[config.mk]
export PLATFORM = sky130hd
export DESIGN_NAME = irq_hub
export DESIGN_NICKNAME = d
export VERILOG_FILES = /design/src/rtl/irq_hub_pkg.sv /design/src/rtl/irq_hub_ctrl.sv /design/src/rtl/irq_hub_dp.sv /design/src/rtl/irq_hub.sv
export SDC_FILE = /design/constraint.sdc
export NUM_CORES = 1
export LEC_CHECK = 0
export ABC_CLOCK_PERIOD_IN_PS = 2200
export CAP_MARGIN = 20
export CELL_PAD_IN_SITES_DETAIL_PLACEMENT = 2
export CELL_PAD_IN_SITES_GLOBAL_PLACEMENT = 2
export CORE_ASPECT_RATIO = 1.25
export CORE_MARGIN = 10
export CORE_UTILIZATION = 22
export DETAILED_ROUTE_END_ITERATION = 12
export MAX_ROUTING_LAYER = met4
export PLACE_DENSITY = 0.89
export SLEW_MARGIN = 20
export SYNTH_ARGS = -nofsm -noshare
export SYNTH_HDL_FRONTEND = slang
export SYNTH_SLANG_ARGS = --single-unit
[constraint.sdc]
create_clock -name clk -period 2.2 [get_ports clk]
set_clock_uncertainty 0.1 [all_clocks]
set_input_delay 0.33 -clock clk [delete_from_list [all_inputs] [get_ports clk]]
set_output_delay 0.33 -clock clk [all_outputs]
set_load 0.01 [all_outputs]
[src/rtl/irq_hub_pkg.sv]
package irq_hub_pkg;

  typedef enum logic [2:0] {
    SelStatus = 3'd0,
    SelPend   = 3'd1,
    SelEnable = 3'd2,
    SelAck    = 3'd3,
    SelSetEn  = 3'd4,
    SelClrEn  = 3'd5,
    SelVector = 3'd6,
    SelMaster = 3'd7
  } regSel_t;

  typedef struct packed {
    logic        wrEnable;
    logic        wrAck;
    logic        wrSetEn;
    logic        wrClrEn;
    logic        wrMaster;
    logic [31:0] data;
  } strobes_t;

endpackage

[src/rtl/irq_hub_ctrl.sv]
module irq_hub_ctrl
  import irq_hub_pkg::*;
#(
  parameter int ADDR_W = 5
) (
  input  logic              busSel,
  input  logic              busWr,
  input  logic [ADDR_W-1:0] busAddr,
  input  logic [31:0]       busWdata,
  output strobes_t          stb,
  output regSel_t           rdSel,
  output logic              rdStrobe
);

  localparam int IDX_LO = 2;
  localparam int IDX_HI = IDX_LO + 2;

  regSel_t sel;
  logic    doWrite;
  logic    unusedAddrBits;

  assign sel            = regSel_t'(busAddr[IDX_HI:IDX_LO]);
  assign doWrite        = busSel && busWr;
  assign unusedAddrBits = ^{busAddr[IDX_LO-1:0], busAddr[ADDR_W-1:IDX_HI]};

  always_comb begin
    stb          = '0;
    stb.data     = busWdata;
    stb.wrEnable = doWrite && (sel == SelEnable);
    stb.wrAck    = doWrite && (sel == SelAck);
    stb.wrSetEn  = doWrite && (sel == SelSetEn);
    stb.wrClrEn  = doWrite && (sel == SelClrEn);
    stb.wrMaster = doWrite && (sel == SelMaster);
  end

  assign rdSel    = sel;
  assign rdStrobe = busSel && !busWr;

endmodule

[src/rtl/irq_hub_dp.sv]
module irq_hub_dp
  import irq_hub_pkg::*;
#(
  parameter int          NUM_IN    = 8,
  parameter logic [31:0] EDGE_KIND = 32'h0000_000F
) (
  input  logic              clk,
  input  logic              rstN,
  input  strobes_t          stb,
  input  regSel_t           rdSel,
  input  logic              rdStrobe,
  input  logic [NUM_IN-1:0] irqIn,
  output logic [31:0]       busRdata,
  output logic              busRdValid,
  output logic              irqReq
);

  localparam int VEC_W = (NUM_IN > 1) ? $clog2(NUM_IN) : 1;
  localparam logic [NUM_IN-1:0] LEVEL_MASK = ~EDGE_KIND[NUM_IN-1:0];

  logic [NUM_IN-1:0] status, enable, prevIn, hit, pending, wrBits;
  logic [1:0]        master;
  logic [VEC_W-1:0]  vecIdx;
  logic [31:0]       vecWord;
  logic              anyPend, hwEn, reqEn;
  logic              unusedData;

  assign wrBits     = stb.data[NUM_IN-1:0];
  assign unusedData = ^stb.data;
  assign hwEn       = master[1];
  assign reqEn      = master[0];

  // per-input capture variant chosen by the kind parameter
  for (genvar i = 0; i < NUM_IN; i++) begin : g_cap
    if (EDGE_KIND[i]) begin : g_edge
      assign hit[i] = irqIn[i] & ~prevIn[i];
    end else begin : g_level
      assign hit[i] = irqIn[i];
    end
  end

  always_ff @(posedge clk) begin
    if (!rstN) begin
      status <= '0;
      enable <= '0;
      master <= '0;
      prevIn <= '0;
    end else begin
      prevIn <= irqIn;
      // capture wins over a same-cycle acknowledge
      status <= (status & ~(stb.wrAck ? wrBits : '0)) | (hwEn ? hit : '0);
      if (stb.wrEnable)     enable <= wrBits;
      else if (stb.wrSetEn) enable <= enable | wrBits;
      else if (stb.wrClrEn) enable <= enable & ~wrBits;
      if (stb.wrMaster)     master <= stb.data[1:0];
    end
  end

  assign pending = status & enable;
  assign anyPend = |pending;

  always_comb begin
    vecIdx = '0;
    for (int i = NUM_IN - 1; i >= 0; i--) begin
      if (pending[i]) vecIdx = VEC_W'(i);
    end
  end

  assign vecWord = anyPend ? 32'(vecIdx) : 32'hFFFF_FFFF;
  assign irqReq  = anyPend && reqEn && hwEn;

  always_ff @(posedge clk) begin
    if (!rstN) begin
      busRdata   <= '0;
      busRdValid <= 1'b0;
    end else begin
      busRdValid <= rdStrobe;
      if (rdStrobe) begin
        case (rdSel)
          SelStatus: busRdata <= 32'(status);
          SelPend:   busRdata <= 32'(pending);
          SelEnable: busRdata <= 32'(enable);
          SelVector: busRdata <= vecWord;
          SelMaster: busRdata <= 32'(master);
          default:   busRdata <= '0;
        endcase
      end
    end
  end

  // ---------------- assertions ----------------
  p_ack_clears_r3: assert property (@(posedge clk) disable iff (!rstN)
    (stb.wrAck && !hwEn) |=> ((status & $past(wrBits)) == '0));

  p_set_or_r4: assert property (@(posedge clk) disable iff (!rstN)
    (stb.wrSetEn && !stb.wrEnable) |=> ((enable & $past(wrBits)) == $past(wrBits)));

  p_clr_and_r4: assert property (@(posedge clk) disable iff (!rstN)
    (stb.wrClrEn && !stb.wrEnable && !stb.wrSetEn) |=> ((enable & $past(wrBits)) == '0));

  p_direct_en_r5: assert property (@(posedge clk) disable iff (!rstN)
    stb.wrEnable |=> (enable == $past(wrBits)));

  p_master_back_r2: assert property (@(posedge clk) disable iff (!rstN)
    stb.wrMaster |=> (master == $past(stb.data[1:0])));

  p_vec_idle_r6: assert property (@(posedge clk) disable iff (!rstN)
    (pending == '0) |-> (vecWord == 32'hFFFF_FFFF));

  p_level_relatch_r7: assert property (@(posedge clk) disable iff (!rstN)
    (hwEn && ((irqIn & LEVEL_MASK) != '0)) |=>
      ((status & $past(irqIn & LEVEL_MASK)) == $past(irqIn & LEVEL_MASK)));

  p_no_capture_r8: assert property (@(posedge clk) disable iff (!rstN)
    !hwEn |=> ((status & ~$past(status)) == '0));

  p_req_gate_r9: assert property (@(posedge clk) disable iff (!rstN)
    (master != 2'b11) |-> !irqReq);

endmodule

[src/rtl/irq_hub.sv]
module irq_hub
  import irq_hub_pkg::*;
#(
  parameter int          NUM_IN    = 8,
  parameter logic [31:0] EDGE_KIND = 32'h0000_000F
) (
  input  logic              clk,
  input  logic              rstN,
  input  logic              busSel,
  input  logic              busWr,
  input  logic [4:0]        busAddr,
  input  logic [31:0]       busWdata,
  output logic [31:0]       busRdata,
  output logic              busRdValid,
  input  logic [NUM_IN-1:0] irqIn,
  output logic              irqReq
);

  strobes_t stb;
  regSel_t  rdSel;
  logic     rdStrobe;

  irq_hub_ctrl #(.ADDR_W(5)) u_ctrl (
    .busSel   (busSel),
    .busWr    (busWr),
    .busAddr  (busAddr),
    .busWdata (busWdata),
    .stb      (stb),
    .rdSel    (rdSel),
    .rdStrobe (rdStrobe)
  );

  irq_hub_dp #(.NUM_IN(NUM_IN), .EDGE_KIND(EDGE_KIND)) u_dp (
    .clk        (clk),
    .rstN       (rstN),
    .stb        (stb),
    .rdSel      (rdSel),
    .rdStrobe   (rdStrobe),
    .irqIn      (irqIn),
    .busRdata   (busRdata),
    .busRdValid (busRdValid),
    .irqReq     (irqReq)
  );

endmodule

**Word-level counts from Yosys, hierarchy flattened**

Index checks and enable logic that the tools add are counted.

- Bits in read-only memories: 0
- Latch bits: 0
- Output and inout bits: 34
- Bits in writable memories: 0
- Memories kept: 0
- Input port bits: 49
- Logic and storage cells: 56
- Bits in registers: 55

- Eq/ne operators: 7
- Add/subtract/negate cells: 0
- Reduce and logical (&&, ||, !) cells: 13
- Mux-type cells: 15
- Multiply operators: 0
- Shift-type cells: 0
- Div/mod/pow operators: 0
- Bitwise logic cells: 15
- Order comparisons: 0

Operators with widths:

| kind | count |
|---|---|
| case mux 32 bit (5 select lines) | 1 |
| two-way mux 8 bit | 5 |
| two-way mux 32 bit | 1 |
| bitwise AND 8 bit | 3 |
| two-way mux 3 bit | 8 |
| NOT 8 bit | 2 |
| bitwise OR 8 bit | 2 |
| == test 3 bit (second input constant) | 4 |
| logical AND 1 bit | 9 |
| OR reduction 8 bit | 1 |
| == test 3 x 2 -> 1 bit (second input constant) | 2 |
| bitwise AND 1 bit | 4 |
| NOT 1 bit | 4 |
| == test 3 x 1 -> 1 bit (second input constant) | 1 |
| zero test 3 bit | 1 |
| nonzero test 3 bit | 1 |
| zero test 1 bit | 1 |

**Longest topological paths before layout**

Gate-level depths: netlist of run 1.

- Depth after elaboration: 11
- Mapped depth: 7
- Mapped depth without buffers: 5

**Cells and area by module**

From an unflattened synthesis of run 1, not the netlist that was laid out.

- Cells, all modules: 260
- Area total of the unflattened synthesis: 2031.9 sq um

By module, submodules not included:

| module | cells each | seq. area each (sq um) | instances | area each (sq um) |
|---|---|---|---|---|
| irq_hub_dp | 214 | 640.6 | 1 | 1701.6 |
| irq_hub_ctrl | 46 | 0.0 | 1 | 330.3 |

**Least setup slack after synthesis of run 1**

Ideal clock, no wire load.

- Path type: input to register
- From: in busAddr[2]
- To: reg u_dp.busRdata[3]
- Stages on the path: 6
- Required time: 1.985 ns
- Library setup time: 0.115 ns
- Path buffers: 2
- Arrival time: 1.313 ns
- Slack: 0.673 ns
- Path through: buf_2 and2b_4 and3_1 and3b_1 buf_6 o21a_1

- Longest elaborated chain between the ends: 2
- Elaborated cells on any way between the ends: 6
- Classes of those cells: eq/ne: 4; mux: 1; reduce/logical: 1

RTL lines:

| item | RTL line | source |
|---|---|---|
| from (decl) | irq_hub.sv:11 | `input logic [4:0] busAddr,` |
| == test 3 bit, or another cell as far along | irq_hub_dp.sv:79 | `case (rdSel)` |
| case mux 32 bit (5 select lines) * | irq_hub_dp.sv:79 |  |
| to (signal assigned) | irq_hub_dp.sv:80 | `SelStatus: busRdata <= 32'(status);` |
| to (signal assigned) | irq_hub_dp.sv:81 | `SelPend: busRdata <= 32'(pending);` |
| to (signal assigned) | irq_hub_dp.sv:82 | `SelEnable: busRdata <= 32'(enable);` |
| to (decl) | irq_hub_dp.sv:13 | `output logic [31:0] busRdata,` |

Every way passes the cells marked *; elsewhere a longest branch is shown, timed or not.
A chain may end at the register's enable or synchronous reset.

**Worst setup path in the final report of run 1**

- From: reg u_dp.status[3]
- To: out irqReq

- Longest elaborated chain between the ends: 4

RTL lines:

| item | RTL line | source |
|---|---|---|
| from (decl) | irq_hub_dp.sv:21 | `logic [NUM_IN-1:0] status, enable, prevIn, hit, pending, wrBits;` |
| from (signal assigned) | irq_hub_dp.sv:51 | `status <= (status & ~(stb.wrAck ? wrBits : '0)) \| (hwEn ? hit : '0);` |
| bitwise AND 8 bit | irq_hub_dp.sv:59 | `assign pending = status & enable;` |
| OR reduction 8 bit | irq_hub_dp.sv:60 | `assign anyPend = \|pending;` |
| logical AND 1 bit (2 in series) | irq_hub_dp.sv:70 | `assign irqReq = anyPend && reqEn && hwEn;` |
| to (decl) | irq_hub.sv:16 | `output logic irqReq` |

No other way between the ends.

==> metrics.cfg, run 1 <==
[floorplanning]
start_util=0.2232
ios=83
dieHeight_um=122.0
core_sq_mm=0.008194
die-area_sq_mm=0.01239
die_x_um=101.6
rows=37

[timing]
setup_tns_ns=0
worstMarginPinSlew_ns=0.4229
slew_viol_final=0
relSlewSlack=0.7178
hold_viol_final=0
fin_crit_sh=0.9520
finalCriticalPeriod_ns=2.094
clock.fmax_mhz=477.4
setup_viol=0

[cells_and_area]
fin_area_sq_mm=0.002565
utilization=0.3130
layout-drive-gt1-share=0.1383
diodes=0
multi_input_area_sq_um=882.1
area_growth_pct=40.22
instances_no_fill=379
num-nets-final=330
fillCellCount=938
seqCellArea_sq_um=640.6

[grt]
grt_usage=0.1168
grt_max_degree=25
antenna_found_initial=0
grt_pass1_wl_um=11100
grt_overflow=0
grt_pass1_vias=2095

[critical_path]
end_kind=output pin
critPathLaunchType=flop
critPathKind=reg2out
cp.arrival_ns=1.66
worstPathRequired_ns=1.77
critPathMaxFanout=2

[cts]
hold_buffers=0
cts_buffers=5
cts_num_sinks=32
clk_path_buf_depth=2
cts_htree_levels=2
clockRootBuffer=clkbuf_8
clk_pin_slew_ns=0.07
worstSkewPairLatency_ns=0.29
cts_tree=done

[power_and_ir_drop]
leakage_uw=0.0009226
peakVddDrop_mv=0.1718
power_density_mw_per_mm2=552.0

[placed_design]
port_buffers=56
place.gp.congestion=0.8432
post-place-cells=369
dp_hpwl_um=5040
postPlaceCellArea_sq_mm=0.002424

[synthesis]
synth_fp_nets=278
synthCells=229
synth_seq_cells=32
synth_edf_count=0
yosys-top-cells-area=dfxtp_1 35%, buf_4 9.4%, a22oi_1 7.4%
synth.cell_area_sq_mm=0.001829
synth_common_cells=35 x nand2_1, 32 x dfxtp_1, 23 x buf_4
synth_ff_type=dfxtp_1
yosysMostFrequentCell=nand2_1
async_reset_ff_frac=0
synth_sequential_area_ratio=0.3502
yosysUniqueCellTypes=36
avgSynthCellArea_sq_um=7.988
yosysWarnings=0
synth_top_area_cell=dfxtp_1
yosysTopAreaCellShare=0.3502

[route]
drt-total-wl_um=7054
routed_via_density=4.976
drc_errors=0
vias=1886
drt_iter0_markers=101
first_pass_iters=4
detail_route.wl_per_cell_um=18.61
final_antenna_net_count=0

[job]
maxCapViolations=0

[hold_path]
hp-class=reg2reg

[status]
status=complete, no violations

-- timing repair --
action / in CTS / in global routing
pin swaps: 1 / 1
endpoints found under the setup margin: 1 / 1
gates resized for setup: 1 / 1
setup buffers: 1 / 1
gates cloned: 0 / 0
-- cell families (layout without fill, tap and decap cells) --
family,count (synthesis),in the layout,share of synthesized area
flops,32,32,0.3502
buf+inv,47,100,0.1676
compound gates,69,69,0.2599
simple gates,81,81,0.2223
-- critical path, stage by stage, from the launching register on --
cell and delay (ns):
dfxtp_1 0.32, a222oi_1 0.34, buf_4 0.18, nand4_1 0.11, inv_1 0.10, a21oi_1 0.08
clkdlybuf4s15_1 0.24
-- area by class of cell --
class	instances	share of cell area
clock buffers	7	0.03756
clock inverters	1	0.01171
repair buffers	79	0.2907
flip-flops and latches	32	0.2498
inverters	13	0.01902
well taps	97	0.04732
multi-input cells	150	0.3439
-- worst paths after layout --
kind	start	to	slack [ns]	cells past startpoint
setup / recovery	u_dp.status[3]	irqReq	0.11	6
hold / removal	u_dp.busRdata[1]	u_dp.busRdata[1]	0.36	2
setup reg to reg	u_dp.status[3]	u_dp.busRdata[5]	0.38	6
hold reg to reg	u_dp.busRdata[1]	u_dp.busRdata[1]	0.36	2
-- placed cells by master, fill, tap and decap left out, types with 3 or more instances in the layout --
master            n
a21oi_1           7
nand3_1           5
a22oi_1          18
a32oi_1           5
o31ai_1           6
nor2b_1           3
o21ai_0          12
nor3_4            3
buf_4            22
inv_1            13
nand2_1          35
clkdlybuf4s50_1  55
and2_1            5
o21ai_1           6
o21a_1            5
clkbuf_8          7
dfxtp_1          32
nor2_1           19
-- layer usage --
metal | GRT usage | share of wire
met5 | - | 0
met4 | 0.03853 | 0.014
met3 | 0.02378 | 0.047
met2 | 0.2189 | 0.53
met1 | 0.1164 | 0.41
-- stage by stage --
step	hold slack, ns	setup WS, ns	power [uW]
after floorplan	0.3517	0.6727	698.9
after global placement	0.3422	0.07478	783.1
after detailed placement	0.3537	0.009202	791.0
after CTS	0.3622	0.07524	1422
after global routing	0.4026	-0.01090	1469
final	0.3597	0.1055	1416
-- report_power, final --
part	total, uW	leakage (uW)	switching [uW]	internal (uW)
registers	598	0.000259	7.33	590
clock network	636	0.0000645	236	400
logic	182	0.000599	95.0	87.5
total	1420	0.000923	338	1080
(Power assumes the default switching activity.)
==> run 2: changes to the inputs <==
==> constraint.sdc (replaced) <==
create_clock -name clk -period 2.2 [get_ports clk]
set_clock_uncertainty 0.1 [all_clocks]
set_input_delay 0.33 -clock clk [delete_from_list [all_inputs] [get_ports clk]]
set_output_delay 0.33 -clock clk [all_outputs]
set_load 0.05 [all_outputs]
==> metrics.cfg, run 2 (synthesized netlist as in run 1, its figures left out) <==
[status]
status=finished with violations
violations=setup timing

[floorplanning]
start_util=0.2232  ; unchanged
die_x_um=101.6  ; unchanged
die-area_sq_mm=0.01239  ; unchanged
dieHeight_um=122.0  ; unchanged
rows=37  ; unchanged
core_sq_mm=0.008194  ; unchanged
ios=83  ; unchanged

[grt]
grt_overflow=0  ; unchanged
grt_pass1_wl_um=10980  ; -1.1%
grt_max_degree=25  ; unchanged
antenna_found_initial=0  ; unchanged
grt_usage=0.1158  ; -0.0009302
grt_pass1_vias=2059  ; -1.7%

[cells_and_area]
most-common-layout-cells=35 x nand2_1, 31 x dfxtp_1, 31 x clkdlybuf4s50_1
area_growth_pct=50.75
layout-drive-gt1-share=0.2151  ; +0.07676
final_common_cell=nand2_1
fin_area_sq_mm=0.002758  ; +7.5%
diodes=0  ; unchanged
num-nets-final=327  ; -0.91%

[hold_path]
hp-class=reg2reg
hold_path_startpoint=u_dp.busRdata[1]

[critical_path]
worstPathRequired_ns=1.77  ; about the same
critPathMaxFanout=5  ; +3
cp.arrival_ns=1.81  ; +0.15 ns
critPathLaunchType=flop
end_kind=output pin
critPathKind=reg2out

[power_and_ir_drop]
leakage_uw=0.001006  ; +9.1%
power_density_mw_per_mm2=475.2  ; -14%
power_uw=1311  ; -7.4%
peakVddDrop_mv=0.1884  ; +9.7%

[timing]
worstMarginPinSlew_ns=0.5489  ; +0.1260 ns
timing.final.ws_setup_ns=-0.03876  ; -0.1443 ns
fin_crit_sh=1.018  ; +0.06558
clock.fmax_mhz=446.7  ; -6.4%
relSlewSlack=0.6340  ; -0.08371
finalCriticalPeriod_ns=2.239  ; +0.1443 ns
setup_tns_ns=-0.03876  ; -0.03876 ns
slew_viol_final=0  ; unchanged
setup_viol=1  ; +1
hold_viol_final=0  ; unchanged

[cts]
cts_buffers=5  ; unchanged
hold_buffers=0  ; unchanged
clk_path_buf_depth=2  ; unchanged
worstSkewPairLatency_ns=0.29  ; about the same
clk_pin_slew_ns=0.07  ; about the same
cts_num_sinks=32  ; unchanged
cts_htree_levels=2  ; unchanged
clockRootBuffer=clkbuf_8
cts_tree=done

[route]
vias=1907  ; +1.1%
drt-total-wl_um=7613  ; +7.9%
drc_errors=0  ; unchanged
first_pass_iters=4  ; unchanged
drt_iter0_markers=172  ; +70%
detail_route.wl_per_cell_um=20.25  ; +8.8%
final_antenna_net_count=0  ; unchanged
routed_via_density=5.072  ; +1.9%

[placed_design]
port_buffers=56  ; unchanged
postPlaceCellArea_sq_mm=0.002629  ; +8.5%
dp_hpwl_um=5227  ; +3.7%
place.gp.congestion=0.8628  ; +2.3%

[job]
maxCapViolations=0  ; unchanged

run 2: per-stage QoR:
stage	instances	hold slack (ns)	util	worst slack [ns]
2_1_floorplan	229	0.3517	-	0.3594
3_3_place_gp	363	0.3430	0.3208	0.1013
3_5_place_dp	363	0.3936	0.3208	0.03229
4_1_cts	372	0.4037	0.3327	0.07628
5_1_grt	376	0.4235	0.3365	-0.08831
6_report	376	0.3920	0.3365	-0.03876
run 2: final cells by class:
class	count	area [sq um]
Fill cell	878	5436
Clock buffer	8	90.09
Timing Repair Buffer	76	973.4
Tap cell	97	121.4
Inverter	13	48.80
Sequential cell	32	641.9
Multi-Input combinational cell	150	882.1
run 2: worst max-delay path, cell delays in order (launching register included):
cell and delay, ns:
dfxtp_1 0.36, a222oi_1 0.55, nand4_1 0.23, inv_1 0.10
a21oi_1 0.08, buf_4 0.20
run 2: what timing repair did:
item                                    CTS  global route
gates resized for setup                   0             1
pin swaps                                 1             2
setup buffers                             1             4
endpoints found under the setup margin    1             1
run 2: power by group:
group / internal, uW / leakage [uW] / switching [uW]
logic: 99.9 / 0.000701 / 127
clock network: 255 / 0.0000455 / 229
registers: 591 / 0.000260 / 8.88
total: 946 / 0.00101 / 365
run 2: final timing paths:
path | end | slack [ns] | cells after the start
max | irqReq | -0.04 | 5
max reg2reg | u_dp.busRdata[3] | 0.04 | 6
min | u_dp.busRdata[1] | 0.39 | 2
min reg2reg | u_dp.busRdata[1] | 0.39 | 2
run 2: layer usage:
metal | vias up | track usage | part of all wire
met5 | - | - | 0
met4 | 0 | 0.04301 | 0.023
met3 | 16 | 0.02492 | 0.061
met2 | 77 | 0.2153 | 0.55
met1 | 940 | 0.1145 | 0.37
li1 | 874 | - | -
